$ cat config.mk
export PLATFORM = sky130hd
export DESIGN_NAME = bootcmd_seq
export DESIGN_NICKNAME = d
export VERILOG_FILES = /design/src/rtl/bcs_pkg.sv /design/src/rtl/bcs_window_dec.sv /design/src/rtl/bcs_cycle_fsm.sv /design/src/rtl/bcs_page_reg.sv /design/src/rtl/bootcmd_seq.sv
export SDC_FILE = /design/constraint.sdc
export NUM_CORES = 1
export LEC_CHECK = 0
export BUFFER_PORTS_ARGS = -buffer_cell sky130_fd_sc_hd__buf_2
export CAP_MARGIN = 10
export CORE_MARGIN = 1
export CORE_UTILIZATION = 45
export CTS_BUF_LIST = sky130_fd_sc_hd__clkbuf_2 sky130_fd_sc_hd__clkbuf_4 sky130_fd_sc_hd__clkbuf_8
export CTS_CLUSTER_DIAMETER = 80
export CTS_CLUSTER_SIZE = 25
export DETAILED_ROUTE_END_ITERATION = 8
export GPL_ROUTABILITY_DRIVEN = 0
export PLACE_DENSITY_LB_ADDON = 0.3
export SKIP_LAST_GASP = 1
export SLEW_MARGIN = 20
export SYNTH_ARGS = -nofsm -noshare
export SYNTH_HDL_FRONTEND = slang
export SYNTH_SLANG_ARGS = --single-unit
$ cat constraint.sdc
create_clock -name clk -period 3.8 [get_ports clk]
set_clock_uncertainty 0.05 [all_clocks]
set_input_delay 0.76 -clock clk [delete_from_list [all_inputs] [get_ports clk]]
set_output_delay 0.76 -clock clk [all_outputs]
set_load 0.005 [all_outputs]
$ cat src/rtl/bcs_pkg.sv
package bcs_pkg;
   localparam logic [7:0] CODE_RESET = 8'hF0;
   localparam logic [7:0] CODE_ARM   = 8'hE0;
   localparam logic [7:0] CODE_ID    = 8'h90;

   typedef enum logic {
      ST_IDLE  = 1'b0,
      ST_ARMED = 1'b1
   } seq_state_t;

   typedef struct packed {
      logic load;
      logic id;
      logic rst;
      logic unk;
   } req_pulses_t;
endpackage

$ cat src/rtl/bcs_window_dec.sv
module bcs_window_dec #(
   parameter int ADDR_W  = 16,
   parameter int NUM_WIN = 2,
   parameter logic [NUM_WIN-1:0][ADDR_W-1:0] WIN_LO = '0,
   parameter logic [NUM_WIN-1:0][ADDR_W-1:0] WIN_HI = '0
) (
   input  logic              wr_en,
   input  logic [ADDR_W-1:0] wr_addr,
   output logic              hit
);
   logic [NUM_WIN-1:0] win_hit;

   for (genvar i = 0; i < NUM_WIN; i++) begin : g_win
      if (WIN_LO[i] > WIN_HI[i]) begin : g_bad
         $error("window bounds reversed");
      end
      assign win_hit[i] = (wr_addr >= WIN_LO[i]) && (wr_addr <= WIN_HI[i]);
   end

   assign hit = wr_en && (|win_hit);
endmodule

$ cat src/rtl/bcs_cycle_fsm.sv
module bcs_cycle_fsm
   import bcs_pkg::*;
#(
   parameter int DATA_W = 16
) (
   input  logic              clk,
   input  logic              rst_n,
   input  logic              hit,
   input  logic [DATA_W-1:0] wr_data,
   output logic              adv,
   output logic              armed,
   output req_pulses_t       pulses
);
   seq_state_t state_q;
   logic       is_zero;

   assign is_zero = (wr_data == '0);
   assign adv     = hit && (state_q == ST_ARMED) && is_zero;
   assign armed   = (state_q == ST_ARMED);

   always_ff @(posedge clk) begin
      if (!rst_n) begin
         state_q <= ST_IDLE;
         pulses  <= '0;
      end else begin
         pulses <= '0;
         if (hit) begin
            if (state_q == ST_ARMED) begin
               state_q    <= ST_IDLE;
               pulses.load <= is_zero;
            end else if (wr_data == DATA_W'(CODE_RESET)) begin
               state_q   <= ST_IDLE;
               pulses.rst <= 1'b1;
            end else if (wr_data == DATA_W'(CODE_ARM)) begin
               state_q <= ST_ARMED;
            end else if (wr_data == DATA_W'(CODE_ID)) begin
               pulses.id <= 1'b1;
            end else begin
               pulses.unk <= 1'b1;
            end
         end
      end
   end
endmodule

$ cat src/rtl/bcs_page_reg.sv
module bcs_page_reg #(
   parameter int PAGE_W    = 8,
   parameter int PAGE_STEP = 4
) (
   input  logic              clk,
   input  logic              rst_n,
   input  logic              adv,
   input  logic              pa_wr_en,
   input  logic [PAGE_W-1:0] pa_wr_data,
   output logic [PAGE_W-1:0] page_q,
   output logic [PAGE_W-1:0] load_page_q
);
   localparam logic [PAGE_W-1:0] STEP = PAGE_W'(PAGE_STEP);

   logic [PAGE_W-1:0] page_inc;

   if ((PAGE_STEP & (PAGE_STEP - 1)) == 0) begin : g_pow2
      assign page_inc = {page_q[PAGE_W-1:$clog2(PAGE_STEP)] + 1'b1,
                         page_q[$clog2(PAGE_STEP)-1:0]};
   end else begin : g_add
      assign page_inc = page_q + STEP;
   end

   always_ff @(posedge clk) begin
      if (!rst_n) begin
         page_q      <= '0;
         load_page_q <= '0;
      end else begin
         if (adv) load_page_q <= page_q;
         if (pa_wr_en)  page_q <= pa_wr_data;
         else if (adv)  page_q <= page_inc;
      end
   end
endmodule

$ cat src/rtl/bootcmd_seq.sv
module bootcmd_seq
   import bcs_pkg::*;
#(
   parameter int ADDR_W    = 16,
   parameter int DATA_W    = 16,
   parameter int PAGE_W    = 8,
   parameter int PAGE_STEP = 4,
   parameter int NUM_WIN   = 2,
   parameter logic [NUM_WIN-1:0][ADDR_W-1:0] WIN_LO = {16'h8000, 16'h0000},
   parameter logic [NUM_WIN-1:0][ADDR_W-1:0] WIN_HI = {16'h800F, 16'h01FF}
) (
   input  logic              clk,
   input  logic              rst_n,
   input  logic              wr_en,
   input  logic [ADDR_W-1:0] wr_addr,
   input  logic [DATA_W-1:0] wr_data,
   input  logic              pa_wr_en,
   input  logic [PAGE_W-1:0] pa_wr_data,
   output logic [PAGE_W-1:0] page_addr,
   output logic [PAGE_W-1:0] load_page,
   output logic              load_req,
   output logic              id_req,
   output logic              reset_req,
   output logic              unk_cmd,
   output logic              armed
);
   if (DATA_W < 8)                 begin : g_chk_dw   $error("DATA_W too small"); end
   if (PAGE_STEP < 2)              begin : g_chk_st   $error("PAGE_STEP too small"); end
   if (PAGE_STEP >= (1 << PAGE_W)) begin : g_chk_pw   $error("PAGE_STEP too large"); end

   logic        hit, adv;
   req_pulses_t pulses;

   bcs_window_dec #(.ADDR_W(ADDR_W), .NUM_WIN(NUM_WIN), .WIN_LO(WIN_LO), .WIN_HI(WIN_HI))
   u_dec (.wr_en(wr_en), .wr_addr(wr_addr), .hit(hit));

   bcs_cycle_fsm #(.DATA_W(DATA_W))
   u_fsm (.clk(clk), .rst_n(rst_n), .hit(hit), .wr_data(wr_data),
          .adv(adv), .armed(armed), .pulses(pulses));

   bcs_page_reg #(.PAGE_W(PAGE_W), .PAGE_STEP(PAGE_STEP))
   u_page (.clk(clk), .rst_n(rst_n), .adv(adv), .pa_wr_en(pa_wr_en),
           .pa_wr_data(pa_wr_data), .page_q(page_addr), .load_page_q(load_page));

   assign load_req  = pulses.load;
   assign id_req    = pulses.id;
   assign reset_req = pulses.rst;
   assign unk_cmd   = pulses.unk;
endmodule

==> results.json <==
{
  "final.setup.tns_ns": 0,
  "antenna_found_initial": 0,
  "initial_core_util_pct": 47.9,
  "holdPathStages": 2,
  "firstDrtPassIters": 4,
  "cts_htree_levels": 1,
  "cts-buffers-inserted": 3,
  "timing.hold.ws_ns": 0.406,
  "grt_max_degree": 14,
  "drive_gt1_share_pct": 38.2,
  "yosysUniqueCellTypes": 27,
  "combPwrFrac_pct": 12.5,
  "internal_power_mw": 0.291,
  "layout_setup_ws_ns": 1.30,
  "core_um2": 1980,
  "rsz0062_at_grt": "false",
  "min_period_ns": 2.50,
  "die-area_um2": 2300,
  "period_share_pct": 65.7,
  "mappedNetlistArea_um2": 950,
  "ys_ff_latch": 21,
  "grt.total_usage_pct": 23.0,
  "ant_nets": 0,
  "setup_viol": 0,
  "clock_power_share_pct": 27.8,
  "cts_sinks": 21,
  "synthesis.instances": 117,
  "r2r_cells": 5,
  "power_density_nw_per_um2": 299,
  "tightest_slew_ns": 0.536,
  "num_antenna_cells": 0,
  "maxSlewHeadroom_pct": 64.0,
  "post_cts.resized_instances": 0,
  "post_cts_buffers": 0,
  "syn_nets": 162,
  "totalWireLength_um": 2350,
  "p_sw_share_pct": 25.0,
  "crit_arrival_ns": 2.64,
  "power_switching_mw": 0.0970,
  "pwr-share-seq_pct": 59.7,
  "die_h_um": 47.9,
  "layout_common_cells": "buf_2, nand2_1, dfxtp_1",
  "synth-seq-area-share_pct": 44.3,
  "drv_slew": 0,
  "layout_commonest_cell": "buf_2",
  "leakage_nw": 0.591,
  "port_buffers": 60,
  "fmax_mhz": 400,
  "post_drt_via_cell_ratio": 5.16,
  "yosys_warnings": 0,
  "tritoncts": "done",
  "drcViolationCount": 0,
  "post-place-ws_ns": 0.982,
  "clockBufferDepth": 2,
  "cts_root_buf": "clkbuf_4",
  "endpoint_kind": "flop",
  "drt-wirelength-per-cell_um": 11.4,
  "hold_violations": 0,
  "overflow": 0,
  "dr.first_iter.drc_count": 13,
  "regToRegSetupSlack_ns": 2.14,
  "die_w_um": 47.9,
  "area_growth_pct": 36.5,
  "std_cell_rows": 16,
  "avgSynthCellArea_um2": 8.12,
  "crit_type": "input port to flop",
  "ios": 65,
  "dpl.hpwl_um": 1850,
  "vias": 1057,
  "worstPathMaxFanout": 10,
  "start_kind": "input port",
  "grt_pass1_vias": 942,
  "ir_drop_mv": 0.219,
  "cts.clk_slew.worst_paths_ns": 0.12,
  "grt_pass1_wl_um": 3730,
  "final_nets": 224,
  "clk_latency_ns": 0.30,
  "p_total_mw": 0.388,
  "maxCapViolCount": 0,
  "worstPathRequired_ns": 3.95,
  "postCtsHoldBufs": 0,
  "status": "finished clean",
  "hold_path_class": "flop to flop"
}
## path summary, 6_finish.rpt
kind,end,start
hold reg to reg,u_page.load_page_q[0],u_page.load_page_q[0]
hold / removal,u_page.load_page_q[0],u_page.load_page_q[0]
setup reg to reg,u_page.page_q[2],u_fsm.armed
setup / recovery,u_page.page_q[2],wr_addr[8]
## sequential cells by signal (all words and copies together), names as in the netlist
signal / count
u_fsm.armed: 1
u_fsm.pulses: 4
u_page.load_page_q: 8
u_page.page_q: 8
## cell usage after synthesis (all sizes together)
cell | number | share of area [%]
a21oi | 11 | 5.8
or4 | 3 | 2.4
nor2 | 5 | 2.0
o21a | 1 | 0.79
nand4b | 1 | 0.92
and2 | 1 | 0.66
xnor2 | 3 | 2.8
mux2i | 2 | 2.1
or3 | 1 | 0.66
or2 | 1 | 0.92
clkbuf | 3 | 1.2
o21ai | 6 | 3.2
nand3 | 6 | 3.7
inv | 4 | 1.6
a31oi | 3 | 2.0
nand2 | 25 | 9.9
nor4b | 1 | 0.92
and3 | 2 | 1.3
nor3 | 2 | 1.1
a21o | 2 | 1.6
nor4 | 9 | 6.6
nand4 | 2 | 1.3
buf | 1 | 1.2
dfxtp | 21 | 44
ha | 1 | 1.3
## per-stage QoR
stage          utilization (%)  cells  area [µm²]
2_1_floorplan                -    117         950
3_3_place_gp              64.0    201        1270
3_5_place_dp              64.0    201        1270
4_1_cts                   65.4    205        1300
5_1_grt                   65.4    205        1300
6_report                  65.4    205        1300
## final cells by class
type / instances / area, µm²
Clock buffer: 3 / 22.5
Tap cell: 27 / 33.8
Clock inverter: 1 / 5.00
Sequential cell: 21 / 420
Timing Repair Buffer: 61 / 308
Inverter: 4 / 15.0
Multi-Input combinational cell: 88 / 492
Fill cell: 183 / 686
## critical path, cell delays in order
cell	delay [ns]
buf_2	0.10
or4_1	0.51
o21a_1	0.24
nor4_2	0.54
buf_4	0.28
xnor2_1	0.14
a21oi_1	0.08
## logic make-up (layout without fill, tap and decap cells)
logic type                 count (synthesis)  count (layout)  share of synthesized area, %
AOI/OAI and AO/OA                         23              23                          13.3
buffers and inverters                      8              69                          3.95
adders and majority gates                  1               1                          1.32
xor gates and xnor gates                   3               3                          2.77
muxes                                      2               2                          2.11
DFF                                       21              21                          44.3
and+or+nand+nor                           59              59                          32.3
## layer usage
layer  up-vias  share of wire (%)  GRT usage, %
li1        540                  -             -
met1       465                 40          26.4
met2        44                 51          40.5
met3         8                6.4          2.26
met4         0                3.0          13.9
met5         -                  0             0
## power by group through the flow
stage | Combinational [mW] | Sequential [mW] | Clock [mW]
detailed placement | 0.0487 | 0.236 | 0
floorplan | 0.0184 | 0.236 | 0
finish | 0.0485 | 0.231 | 0.108
global placement | 0.0467 | 0.236 | 0
CTS | 0.0489 | 0.231 | 0.110
global route | 0.0550 | 0.233 | 0.122
No activity file was read; power rests on OpenSTA's default activity.
